$ cat config.mk
export PLATFORM = sky130hd
export DESIGN_NAME = mm_cs_montmul
export DESIGN_NICKNAME = d
export VERILOG_FILES = /design/src/rtl/mm_cs_pkg.sv /design/src/rtl/mm_cs_qpe.sv /design/src/rtl/mm_cs_row.sv /design/src/rtl/mm_cs_seq.sv /design/src/rtl/mm_cs_montmul.sv
export SDC_FILE = /design/constraint.sdc
export NUM_CORES = 1
export LEC_CHECK = 0
export BUFFER_PORTS_ARGS = -buffer_cell sky130_fd_sc_hd__buf_2
export CAP_MARGIN = 20
export CORE_ASPECT_RATIO = 1.4
export CORE_MARGIN = 1
export CORE_UTILIZATION = 35
export DETAILED_ROUTE_END_ITERATION = 8
export PLACE_DENSITY_LB_ADDON = 0.25
export RECOVER_POWER = 25
export SLEW_MARGIN = 20
export SYNTH_ARGS = -nofsm -noshare
export SYNTH_HDL_FRONTEND = slang
export SYNTH_SLANG_ARGS = --single-unit
$ cat constraint.sdc
create_clock -name clk -period 5.3 [get_ports clk]
set_input_delay 0.53 -clock clk [delete_from_list [all_inputs] [get_ports clk]]
set_output_delay 0.53 -clock clk [all_outputs]
set_load 0.05 [all_outputs]
$ cat src/rtl/mm_cs_pkg.sv
package mm_cs_pkg;

    // Addend choice, encoded as {x_k, q}
    typedef enum logic [1:0] {
        ADD_NONE = 2'b00,
        ADD_MOD  = 2'b01,
        ADD_OPY  = 2'b10,
        ADD_BOTH = 2'b11
    } addend_e;

    typedef struct packed {
        logic    q;
        addend_e pick;
    } qdec_t;

    function automatic logic fa_sum(input logic a, input logic b, input logic c);
        return a ^ b ^ c;
    endfunction

    function automatic logic fa_carry(input logic a, input logic b, input logic c);
        return (a & b) | (a & c) | (b & c);
    endfunction

    // Quotient bit and addend choice for one iteration
    function automatic qdec_t decide(input logic s0, input logic c0,
                                     input logic xk, input logic y0);
        qdec_t d;
        d.q    = s0 ^ c0 ^ (xk & y0);
        d.pick = addend_e'({xk, d.q});
        return d;
    endfunction

endpackage

$ cat src/rtl/mm_cs_qpe.sv
module mm_cs_qpe
    import mm_cs_pkg::*;
#(
    parameter int NB = 8,
    localparam int WB = NB + 2
) (
    input  logic          s0_i,
    input  logic          c0_i,
    input  logic          xk_i,
    input  logic [NB-1:0] y_i,
    input  logic [NB-1:0] mod_i,
    input  logic [NB:0]   ypn_i,
    output logic [WB-1:0] addend_o
);

    qdec_t dec;

    always_comb begin
        dec = decide(s0_i, c0_i, xk_i, y_i[0]);
        unique case (dec.pick)
            ADD_NONE: addend_o = '0;
            ADD_MOD:  addend_o = {2'b00, mod_i};
            ADD_OPY:  addend_o = {2'b00, y_i};
            ADD_BOTH: addend_o = {1'b0, ypn_i};
            default:  addend_o = '0;
        endcase
    end

endmodule

$ cat src/rtl/mm_cs_row.sv
module mm_cs_row
    import mm_cs_pkg::*;
#(
    parameter int WB = 10
) (
    input  logic [WB-1:0] c_i,
    input  logic [WB-1:0] s_i,
    input  logic [WB-1:0] a_i,
    output logic [WB-1:0] c_o,
    output logic [WB-1:0] s_o,
    output logic          lsb_o
);

    logic [WB-1:0] psum;
    logic [WB-1:0] pcar;

    // One processing element per bit: full adder, then the halving shift
    for (genvar i = 0; i < WB; i++) begin : g_pe
        always_comb begin
            psum[i] = fa_sum(c_i[i], s_i[i], a_i[i]);
            pcar[i] = fa_carry(c_i[i], s_i[i], a_i[i]);
        end
        // carry of weight 2^(i+1) becomes weight 2^i after halving
        assign c_o[i] = pcar[i];
        if (i < WB - 1) begin : g_mid
            assign s_o[i] = psum[i+1];
        end else begin : g_top
            assign s_o[i] = 1'b0;
        end
    end

    assign lsb_o = psum[0];

endmodule

$ cat src/rtl/mm_cs_seq.sv
module mm_cs_seq #(
    parameter int NB = 8,
    localparam int CW = (NB > 1) ? $clog2(NB) : 1
) (
    input  logic clk,
    input  logic rst,
    input  logic start_i,
    output logic step_o,
    output logic done_o
);

    logic          busy;
    logic [CW-1:0] cnt;

    always_ff @(posedge clk) begin
        if (rst) begin
            busy   <= 1'b0;
            cnt    <= '0;
            done_o <= 1'b0;
        end else begin
            done_o <= 1'b0;
            if (start_i) begin
                busy <= 1'b1;
                cnt  <= '0;
            end else if (busy) begin
                if (cnt == CW'(NB - 1)) begin
                    busy   <= 1'b0;
                    done_o <= 1'b1;
                end else begin
                    cnt <= cnt + 1'b1;
                end
            end
        end
    end

    assign step_o = busy && !start_i;


    cnt_bound_chk: assert property (@(posedge clk) disable iff (rst)
        busy |-> (cnt <= CW'(NB - 1)));


    done_pulse_chk: assert property (@(posedge clk) disable iff (rst)
        done_o |=> !done_o);


    restart_chk: assert property (@(posedge clk) disable iff (rst)
        start_i |=> !done_o);

endmodule

$ cat src/rtl/mm_cs_montmul.sv
module mm_cs_montmul #(
    parameter int NB = 8,
    localparam int WB = NB + 2
) (
    input  logic          clk,
    input  logic          rst,
    input  logic          start_i,
    input  logic [NB-1:0] x_i,
    input  logic [NB-1:0] y_i,
    input  logic [NB-1:0] mod_i,
    input  logic [NB:0]   ypn_i,
    output logic [WB-1:0] carry_o,
    output logic [WB-1:0] sum_o,
    output logic          done_o
);

    logic [NB-1:0] x_sr;
    logic [NB-1:0] y_q;
    logic [NB-1:0] m_q;
    logic [NB:0]   ypn_q;
    logic [WB-1:0] c_q, s_q;
    logic [WB-1:0] c_nx, s_nx;
    logic [WB-1:0] addend;
    logic          step;
    logic          lsb;

    mm_cs_seq #(.NB(NB)) u_seq (
        .clk     (clk),
        .rst     (rst),
        .start_i (start_i),
        .step_o  (step),
        .done_o  (done_o)
    );

    mm_cs_qpe #(.NB(NB)) u_qpe (
        .s0_i     (s_q[0]),
        .c0_i     (c_q[0]),
        .xk_i     (x_sr[0]),
        .y_i      (y_q),
        .mod_i    (m_q),
        .ypn_i    (ypn_q),
        .addend_o (addend)
    );

    mm_cs_row #(.WB(WB)) u_row (
        .c_i   (c_q),
        .s_i   (s_q),
        .a_i   (addend),
        .c_o   (c_nx),
        .s_o   (s_nx),
        .lsb_o (lsb)
    );

    always_ff @(posedge clk) begin
        if (rst) begin
            x_sr  <= '0;
            y_q   <= '0;
            m_q   <= '0;
            ypn_q <= '0;
            c_q   <= '0;
            s_q   <= '0;
        end else if (start_i) begin
            x_sr  <= x_i;
            y_q   <= y_i;
            m_q   <= mod_i;
            ypn_q <= ypn_i;
            c_q   <= '0;
            s_q   <= '0;
        end else if (step) begin
            x_sr  <= x_sr >> 1;
            c_q   <= c_nx;
            s_q   <= s_nx;
        end
    end

    assign carry_o = c_q;
    assign sum_o   = s_q;

    // the quotient choice makes each three-input sum even

    even_sum_chk: assert property (@(posedge clk) disable iff (rst)
        step |-> !lsb);


    reset_state_chk: assert property (@(posedge clk)
        rst |=> (!done_o && c_q == '0 && s_q == '0));


    hold_chk: assert property (@(posedge clk) disable iff (rst)
        (done_o && !start_i) |=> ($stable(c_q) && $stable(s_q)));

    // a zero multiplier keeps the accumulator at zero

    zero_x_chk: assert property (@(posedge clk) disable iff (rst)
        (step && x_sr == '0 && c_q == '0 && s_q == '0) |=> (c_q == '0 && s_q == '0));

endmodule

* Word-level counts from Yosys, hierarchy flattened
Index checks and enable logic that the tools add are counted.
** Cells by class
- Multiplexer cells :: 7
- Equality and inequality tests :: 4
- Bitwise gates (word level) :: 68
- $add $sub $neg :: 1
- Reduce and logical (&&, ||, !) cells :: 7
** Operators with widths (number)
- $pmux 10 s4 :: 1
- $and 1x1->1 :: 29
- $xor 1x1->1 :: 19
- $or 1x1->1 :: 18
- $mux 8 :: 2
- $eq 2x2->1 const B :: 2
- $mux 1 :: 4
- $add 3x1->3 const B :: 1
- $eq 3x3->1 const B :: 1
- $reduce_or 3->1 :: 1
- $eq 2x1->1 const B :: 1
- $logic_not 2->1 :: 1
- $not 1->1 :: 2
- $reduce_and 2->1 :: 1
- $reduce_bool 2->1 :: 1
- $reduce_or 2->1 :: 1
- $logic_and 1x1->1 :: 1
- $logic_not 1->1 :: 1
** Storage, ports and cells
- Register bits :: 57
- Output and inout port bits :: 21

* Longest topological paths before layout
Gate-level depths: netlist of the first run.
- Word-level depth :: 7
- Mapped depth :: 6
- Mapped depth without buffers :: 6

* Hierarchy
From an unflattened synthesis of the first run, not the netlist that was laid out.
** Second synthesis, totals
- Cells, all modules :: 245
- Area, all modules :: 2645.0 um^2
** By module, submodules not included
- mm_cs_montmul :: times used 1, seq. area each 1061.0 um^2, cells each 182, area an instance 1969.4 um^2
- mm_cs_qpe :: times used 1, seq. area each 0.0 um^2, cells each 33, area an instance 251.5 um^2
- mm_cs_seq :: times used 1, seq. area each 100.1 um^2, cells each 18, area an instance 212.7 um^2
- mm_cs_row :: times used 1, seq. area each 0.0 um^2, cells each 12, area an instance 211.5 um^2

* Worst setup path before layout of the first run
Ideal clock, no wire load.
- Kind :: register -> register
- Start :: reg c_q[0] (netlist: carry_o[0])
- End :: reg s_q[1] (netlist: sum_o[1])
- Setup time :: 0.086 ns
- Stages on the path, launching flop included :: 7
- Slack :: 3.076 ns
- Buffers on the path :: 0
- Arrival time :: 2.138 ns
- Path through :: dfxtp_1 -> ha_1 -> xnor2_2 -> mux2_2 -> a22oi_1 -> fa_1 -> a211oi_1
** Between the ends
- Cells in the longest elaborated chain, start to end :: 5
- Elaborated cells on any way between the ends :: 8
** Ends and longest elaborated chain
- from (decl) :: line mm_cs_montmul.sv:21 : logic [WB-1:0] c_q, s_q;
- from (signal assigned) :: line mm_cs_montmul.sv:71 : c_q <= c_nx;
- $xor 1x1->1 (*)
- $xor 1x1->1 (*) :: line mm_cs_pkg.sv:28 : d.q = s0 ^ c0 ^ (xk & y0);
- $eq 2x2->1 (tied with other cells) :: line mm_cs_qpe.sv:20 : unique case (dec.pick)
- $pmux 10 s4 (*) :: line mm_cs_qpe.sv:20
- $xor 1x1->1 (*) :: line mm_cs_pkg.sv:17 : return a ^ b ^ c;
- to (signal assigned) :: line mm_cs_montmul.sv:72 : s_q <= s_nx;
- to (decl) :: line mm_cs_montmul.sv:21
Every way passes the cells marked *; elsewhere a longest branch is shown, timed or not. The select of a mux whose other input is x is not followed.
A chain may end at the register's enable or synchronous reset.

* Worst setup path in the final report of the first run
- Start :: in start_i
- End :: reg s_q[0] (netlist: sum_o[0])
** Between the ends
- Cells in the longest elaborated chain, start to end :: 2
- Elaborated cells on any way between the ends :: 3
** Ends and longest elaborated chain
- from (decl) :: line mm_cs_montmul.sv:7 : input logic start_i,
- $logic_not 1->1 :: line mm_cs_seq.sv:36 : assign step_o = busy && !start_i;
- $logic_and 1x1->1 :: line mm_cs_seq.sv:36
Several ways; a longest one is shown, not always the timed one.

==> results of run 1 <==
[cells by family (layout without fill, tap and decap cells)]
logic type,Yosys count,in the layout,synth area share
simple gates,64,64,0.105
fa+ha+maj,11,11,0.0772
compound gates,25,25,0.0747
mux,51,51,0.215
buf+inv,37,77,0.0701
other cells,1,3,0.00152
flops,55,55,0.447
xor+xnor,2,2,0.0102
[final cells by class]
| class | count | area, um2 | share of cell area |
|---|---|---|---|
| inverter | 15 | 56.3 | 0.0199 |
| multi-input combinational | 156 | 1200 | 0.424 |
| tap | 92 | 115 | 0.0407 |
| sequential | 55 | 1100 | 0.390 |
| timing repair buffer | 54 | 262 | 0.0926 |
| clock buffer | 5 | 68.8 | 0.0244 |
| clock inverter | 3 | 25.0 | 0.00886 |
[worst register-to-register path: cells and delay by family (launching register included)]
| family | cells | cell delay (ns) |
|---|---|---|
| XOR/XNOR | 1 | 0.45 |
| adder cells (fa/ha/maj) | 2 | 0.81 |
| flip-flops | 1 | 0.35 |
| multiplexers | 1 | 0.40 |
| AO/OA/AOI/OAI | 2 | 0.40 |
[synth_stat cells]
| master | n |
|---|---|
| sky130_fd_sc_hd__nand2_1 | 3 |
| sky130_fd_sc_hd__a22oi_1 | 7 |
| sky130_fd_sc_hd__nor2_1 | 56 |
| sky130_fd_sc_hd__xnor2_1 | 1 |
| sky130_fd_sc_hd__a221oi_1 | 1 |
| sky130_fd_sc_hd__inv_1 | 15 |
| sky130_fd_sc_hd__buf_2 | 11 |
| sky130_fd_sc_hd__ha_1 | 4 |
| sky130_fd_sc_hd__clkbuf_1 | 5 |
| sky130_fd_sc_hd__mux2i_1 | 36 |
| sky130_fd_sc_hd__mux2_2 | 15 |
| sky130_fd_sc_hd__or2_1 | 1 |
| sky130_fd_sc_hd__a211oi_1 | 14 |
| sky130_fd_sc_hd__xnor2_2 | 1 |
| sky130_fd_sc_hd__dfxtp_1 | 55 |
| sky130_fd_sc_hd__a21oi_1 | 1 |
| sky130_fd_sc_hd__buf_4 | 5 |
| sky130_fd_sc_hd__o21ai_0 | 1 |
| sky130_fd_sc_hd__fa_1 | 7 |
| sky130_fd_sc_hd__nor3b_1 | 1 |
| sky130_fd_sc_hd__clkbuf_2 | 1 |
| sky130_fd_sc_hd__nor4bb_1 | 1 |
| sky130_fd_sc_hd__nor2b_1 | 2 |
| sky130_fd_sc_hd__o211ai_1 | 1 |
| sky130_fd_sc_hd__conb_1 | 1 |
[registers in the layout (all words and copies together) (netlist names), 3 cells and up]
| name | count |
|---|---|
| carry_o | 9 |
| ypn_q | 9 |
| m_q | 8 |
| sum_o | 8 |
| x_sr | 8 |
| y_q | 8 |
| u_seq.cnt | 3 |
[per-layer routing]
layer	vias up	wire length, um
li1	899	-
met4	0	126
met2	41	2610
met3	9	196
met5	-	0
met1	800	2240
[worst max path at each step]
stage                     from       end
floorplan           carry_o[0]  sum_o[1]
global placement    carry_o[0]  sum_o[3]
detailed placement  carry_o[0]  sum_o[0]
CTS                 carry_o[0]  sum_o[0]
global route           start_i  sum_o[0]
finish                 start_i  sum_o[0]
[metrics by stage]
stage,power (mW),instances,hold slack [ns],instance area (um2)
finish,0.803,380,0.442,2830
global route,0.843,380,0.437,2830
CTS,0.813,380,0.440,2840
detailed placement,0.574,372,0.486,2740
global placement,0.572,372,0.475,2740
floorplan,0.544,248,0.454,2470
[power groups by stage]
stage	clock [mW]	combinational, mW	sequential (mW)
after global routing	0.263	0.127	0.454
after global placement	0	0.112	0.461
final	0.238	0.114	0.451
after floorplan	0	0.0803	0.464
after CTS	0.247	0.114	0.451
after detailed placement	0	0.114	0.461
==> results summary, run 1 <==
The startpoint identified for the worst register-to-register timing path is carry_o[0]. Setup slack on the critical path of the routed design comes to about 2.3 ns. The number of endpoints with negative hold slack in the final report came out at 0.

The critical path goes through clkbuf_1, or2_1, a211oi_1. The count of vias placed by the detailed router came out at 1,749. The launching element type of the critical path is a primary input. Relative to the synthesized area, the layout overhead comes to 14.7%. The root buffer cell chosen for the clock tree is sky130_fd_sc_hd__clkbuf_8. The iteration count of the initial detailed-routing pass is 4. The clock input transition at the sequential cells of the worst setup and hold paths came out at 0.11 ns. Buffers inserted during clock tree synthesis total 5. The remaining max-slew budget at the tightest pin came out at -0.694. The buffers inserted during post-CTS setup optimization came out at 0.

Counting every sink on the clock net gives 55. The die width came out at 72.9 um. Counting cells, the worst reg-to-reg path comes to 6. The initial antenna violation count came to 0.

The arrival time at the worst endpoint is between 3 and 4 ns. For this design the total switching power over the nets is 226 uW. The starting density of the core came out at 0.368. At the end of routability-driven placement, the weighted congestion stood at approximately 0.8. The post-synthesis sequential area ratio is 0.447. The part of the total power dissipated in the clock network is 0.297. The leakage power figure is ~1.2 nW. The sequential share of power came out at 0.562. Setup violations remaining at the end of the flow were counted as 0. The total of cells resized after clock tree synthesis is 0. The shortest clock period the worst path allows after layout came out at ~3.0 ns. The total stage count of the critical path is 3. The per-instance average area after synthesis came out at roughly 10 um2. The worst setup skew after layout is approximately 0.011 ns. The checks that failed: max-capacitance violations, max-slew violations.

The die covers around 7400 um2. The share of total power dissipated in combinational logic is 0.142. The endpoint of the worst hold path is m_q[2]. The required time at the endpoint of the critical path is 5.47 ns. In the post-synthesis netlist, the biggest area contributors are sky130_fd_sc_hd__dfxtp_1 (45%), sky130_fd_sc_hd__mux2i_1 (15%), sky130_fd_sc_hd__nor2_1 (8.5%).

The buffer depth of the longest clock path came out at 2. The library cells used most frequently in the layout, excluding fill and tap cells, are sky130_fd_sc_hd__nor2_1 (56), sky130_fd_sc_hd__dfxtp_1 (55), sky130_fd_sc_hd__buf_2 (44). The slowest library cell on the worst path is sky130_fd_sc_hd__clkbuf_1. The count of buffers inserted at the top-level ports is 53. The final number of max-transition violations is 38.

The H-tree was split into 2 levels. The portion of the clock cycle consumed by the worst path in the final layout is 0.575. TritonCTS built the clock tree.

The I/O pin count is 57. The met1 track demand over resource in global routing came out at 0.178. The flow ran to the end, but the final reports show violations.

The overall routing resource usage is 0.153. The fmax is approximately 330 MHz. The first global-routing pass estimated about 8500 um of wire. The largest net degree at the start of global routing came out at 38. The gate count of the mapped netlist came out at 246. The warning count from the yosys run came out at 0. The worst-case register-to-register setup slack came out at approximately 2.8 ns.

Setup repair after global routing left no endpoint under its margin. On the worst path, the slowest cell contributes a delay of about 1.8 ns. The met2 usage in global routing came out at 0.270. Of the post-synthesis cell area, the dominant cell type holds 0.447. Once detail routing completed, the nets flagged for antenna violations numbered 0.

The number of distinct standard cells referenced by the synthesized netlist came out at 25. After global routing, the most crowded layer is met2. The worst supply voltage drop on vdd came out at 0.000123 V. The count of hold buffers inserted by post-cts repair is 0. The total negative slack is 0 ns.

In the global route stage, met3 resource usage came out at 0.0289. The post-synthesis instance area came out at 2460 um2. The number of DRC markers after the initial detailed-route iteration is just under 80. The cell family contributing the most delay on the critical path is buffers and inverters.

The tool flagged a number of max-cap violations equal to 1. The number of placement rows is 35. The number of buffers and inverters on the critical path is 1. The layout has 711 filler cells. The endpoint identified for the worst register-to-register timing path is sum_o[2].

After detailed routing, the number of remaining DRC violations is 0. The placeable core area is 6700 um2. The HPWL after detailed placement is 3690 um. The flop and latch count out of synthesis is 55. The path class of the tightest hold or removal check is primary input to flip-flop. The routed design has 5170 um of wire. For this run, the post-layout net count is 334. The post-layout utilization of the core is 0.422.

After global routing the overflow that remains totals 0. The cell-internal power came out at just under 600 uW. The count of antenna diodes in the layout came out at 0. The average vias per placed instance came out at between 4 and 5. The die height came out at 101 um. Timing analysis after detailed placement gives a worst setup slack of 2.82 ns. In this run the most critical hold path is launched from mod_i[2].

The switching share of total power came out at 0.281. The ratio of cells with drive above 1 in the final layout came out at 0.240. The largest total area in the synthesized netlist belongs to sky130_fd_sc_hd__dfxtp_1.

The worst setup path is captured at a flip-flop. The via count of the first global-routing pass came out at 1,754. The critical path is of the primary input to flip-flop type. The number of cells on the worst hold path came out at 3. The peak fanout along the critical path came out at 37. The average detailed-routed wire length per instance is around 14 um.

The clock latency of the later-clocked register in the worst-skew pair came out at a little over 0.3 ns. The pin slew with the least headroom to its limit came out at 2.54 ns. The library cell used most frequently in the layout, excluding fill and tap cells, is sky130_fd_sc_hd__nor2_1.

The power density of the placed cells came out at 284 nW/um2.
Power figures use the tool's default switching activity.
==> run 2, diff against run 1 <==
--- a/config.mk
+++ b/config.mk
@@ -5,6 +5,7 @@
 export SDC_FILE = /design/constraint.sdc
 export NUM_CORES = 1
 export LEC_CHECK = 0
+export ABC_AREA = 1
 export BUFFER_PORTS_ARGS = -buffer_cell sky130_fd_sc_hd__buf_2
 export CAP_MARGIN = 20
 export CORE_ASPECT_RATIO = 1.4
==> constraint.sdc (replaced) <==
create_clock -name clk -period 3 [get_ports clk]
set_input_delay 0.3 -clock clk [delete_from_list [all_inputs] [get_ports clk]]
set_output_delay 0.3 -clock clk [all_outputs]
set_load 0.05 [all_outputs]
==> results summary, run 2 <==
By instance count, the leading cell after synthesis is sky130_fd_sc_hd__dfxtp_1. In this run the remaining antenna-violating nets after routing total 0. The placeable core area is 6660 um2. The count of vias placed by the detailed router is 2,020.

The count of hold buffers inserted by post-cts repair came out at 0. The cell-internal power is 998 uW. For the pin with the worst max-slew slack, the measured transition is between 0.7 and 0.8 ns. The async set-reset flop share out of synthesis is 0. The final number of max-transition violations came out at 0. The die covers 7340 um2. In the final routed layout, each cell accounts on average for 11.6 um.

For this design, the sink count on the clock tree is 55. The iteration count of the initial detailed-routing pass is 5. For this configuration, the core starts out at a cell density of 0.368.

The number of buffers inserted during clock tree synthesis came out at 5. The wire length of the first global-routing pass is between 8000 and 9000 um. The main flop type after synthesis is sky130_fd_sc_hd__dfxtp_1. Setup repair after global routing left no endpoint under its margin. The number of DRC markers after the initial detailed-route iteration is 100. The post-layout utilization of the core is 0.424.

The peak fanout along the critical path came out at 11. The power density of the placed cells came out at 493 nW/um2. Traced cell by cell, the critical path runs through nand2_1, nand2_2, nand2_4, nand2_1, o22ai_1, a21oi_1, fa_1, a21oi_1. The shortest clock period the worst path allows after layout is approximately 2.1 ns. The largest single stage delay on the critical path is 0.70 ns.

The launching element type of the critical path is a flip-flop. The number of synthesized flops with an enable pin is 0. The residual overflow from global routing is 0.

In this run, synthesis produced a sequential element count of 55. Buffers added to address setup during post-CTS repair amount to 0. By startpoint and endpoint, the worst setup path is classified as flip-flop to flip-flop. The clock tree from TritonCTS is yes.

The I/O pin count is 57. Relative to the synthesized area, the layout overhead comes to 15.3%. The kind of cell adding the most delay to the critical path is flip-flops. The part of the total power dissipated in the clock network came out at 0.284. The flow ran to the end, and the final reports show no timing, DRC or antenna violations. The congestion estimate from routability-driven global placement came to 0.752. The total of cells resized after clock tree synthesis came out at 0. The final setup violation count came out at 0. The number of nets at the end of the flow is 401. The post-synthesis instance area is 2450 um2.

The count of buffers inserted at the top-level ports came out at 53. The number of distinct standard cells referenced by the synthesized netlist came out at 27. The classification of the worst-slack hold path is primary input to flip-flop. The floorplan has 35 rows.

The share of the synthesized area in the top cell type is 0.450. The number of endpoints with negative hold slack in the final report is 0. The per-instance average area after synthesis came out at slightly below 8 um2. Timing would allow up to 477 MHz. In this run the horizontal extent of the chip is 72.7 um.

The root buffer cell is sky130_fd_sc_hd__clkbuf_8. The clock latency of the later-clocked register in the worst-skew pair came out at 0.31 ns. The switching share of total power came out at 0.283. The remaining max-slew budget at the tightest pin is 0.501. The overall routing resource usage came out at 0.157. Leaving out fill and tap cells, the most frequent cells in the layout are sky130_fd_sc_hd__dfxtp_1 (55), sky130_fd_sc_hd__buf_2 (52), sky130_fd_sc_hd__o21ai_0 (45). Of the total power, combinational logic draws 0.144. The initial antenna violation count is 0.

By count the netlist is led by sky130_fd_sc_hd__dfxtp_1 (55), sky130_fd_sc_hd__o21ai_0 (45), sky130_fd_sc_hd__inv_1 (43). On the critical path, the stage with the largest delay is an instance of sky130_fd_sc_hd__dfxtp_1. The largest net degree at the start of global routing came out at 39. The via count of the first global-routing pass was 1,937. Clock-pin slew was measured on the worst setup and hold paths at 0.10 ns. Of the cells placed in the final design, the portion with a size suffix greater than 1 is 0.203. The post-DP HPWL came out at between 3000 and 4000 um.

For the worst setup path, the data arrival time is 2.34 ns. No sink is reached through more buffers than the 2 on the longest clock path. Across the run, the number of max-cap violations was 0. The net load switching power is 393 uW.

The worst path buffer plus inverter count came out at 0. The warning count from the yosys run is 0. The gate count of the mapped netlist came out at 310. The average vias per placed instance came out at about 4.5.

The share of total power dissipated in sequential elements is 0.572. The count of antenna diodes in the layout is 0. The total number of H-tree levels came out at 2. Sorting the synthesized cells by area gives the leading types as sky130_fd_sc_hd__dfxtp_1 (45%), sky130_fd_sc_hd__o21ai_0 (9.2%), sky130_fd_sc_hd__a21oi_1 (8.2%).

In this run the static leakage power is around 1.3 nW. The total wire length came out at 5200 um. The worst supply voltage drop on vdd came out at ~0.0002 V. The worst setup path is captured at a flip-flop. The required time at the endpoint of the critical path came out at 3.25 ns. On the final layout, the worst clock skew is 0.00868 ns. The cell type with the highest aggregate area in the netlist is sky130_fd_sc_hd__dfxtp_1. The remaining routing DRC violations is 0. The total negative slack came out at 0 ns. The portion of the clock cycle consumed by the worst path in the final layout is 0.699. The post-synthesis sequential area ratio came out at 0.450. The library cell used most frequently in the layout, excluding fill and tap cells, is sky130_fd_sc_hd__dfxtp_1.

The die height is 101 um.
==> run 2: cell types whose count changed in the layout (fill, tap and decap cells not counted), sizes merged, moves of 7 or more <==
cell,change
inv,+31
a21oi,+39
nand2,+31
mux2,-15
o21ai,+45
mux2i,-36
buf,+9
clkbuf,-7
a211oi,-14
nor2,-16
==> run 2: logic make-up (layout without fill, tap and decap cells) <==
family | after synthesis | after routing | share of synthesized area
compound gates | 97 | 97 | 0.208
simple gates | 80 | 80 | 0.147
buf+inv | 66 | 109 | 0.117
flops | 55 | 55 | 0.450
fa+ha+maj | 11 | 11 | 0.0777
other cells | 1 | 3 | 0.00153
==> run 2: per-stage QoR <==
step	instance area (um2)	std cells	power, mW	worst slack [ns]	hold slack, ns
after floorplan	2450	312	0.959	1.14	0.369
after global placement	2740	439	1.01	0.975	0.451
after detailed placement	2740	439	1.01	0.912	0.456
after CTS	2820	447	1.41	0.892	0.209
after global routing	2820	447	1.47	0.666	0.217
final	2820	447	1.39	0.902	0.217
==> run 2: layout make-up <==
cell class	instances	area (um2)
Clock buffer	6	72.6
Clock inverter	2	12.5
Fill cell	724	3830
Inverter	46	173
Multi-Input combinational cell	191	1070
Sequential cell	55	1100
Tap cell	92	115
Timing Repair Buffer	55	279
==> run 2: worst register-to-register path, cell delays in order (launching register included) <==
cell and delay [ns]:
sky130_fd_sc_hd__dfxtp_1 0.70, sky130_fd_sc_hd__nand2_1 0.13, sky130_fd_sc_hd__nand2_2 0.11, sky130_fd_sc_hd__nand2_4 0.09
sky130_fd_sc_hd__nand2_1 0.16, sky130_fd_sc_hd__o22ai_1 0.10, sky130_fd_sc_hd__a21oi_1 0.18, sky130_fd_sc_hd__fa_1 0.44
sky130_fd_sc_hd__a21oi_1 0.12
==> run 2: power by group through the flow <==
| stage | combinational (mW) | clock, mW | sequential (mW) |
|---|---|---|---|
| 2_1_floorplan | 0.133 | 0 | 0.825 |
| 3_3_place_gp | 0.198 | 0 | 0.812 |
| 3_5_place_dp | 0.202 | 0 | 0.813 |
| 4_1_cts | 0.202 | 0.413 | 0.796 |
| 5_1_grt | 0.229 | 0.441 | 0.801 |
| 6_report | 0.200 | 0.395 | 0.795 |
==> run 2: final timing paths <==
| path | from | cells after the start | slack [ns] | end |
|---|---|---|---|---|
| min reg2reg | ypn_q[8] | 2 | 0.47 | ypn_q[8] |
| max | x_sr[0] | 8 | 0.90 | sum_o[3] |
| max reg2reg | x_sr[0] | 8 | 0.90 | sum_o[3] |
| min | y_i[0] | 3 | 0.22 | y_q[0] |
==> run 2: per-layer routing <==
layer / GRT usage / vias up / wire length (um)
met5: 0 / - / 0
met4: 0.0543 / 0 / 72
met3: 0.0350 / 5 / 240
met2: 0.245 / 43 / 2320
met1: 0.214 / 893 / 2570
li1: - / 1079 / -
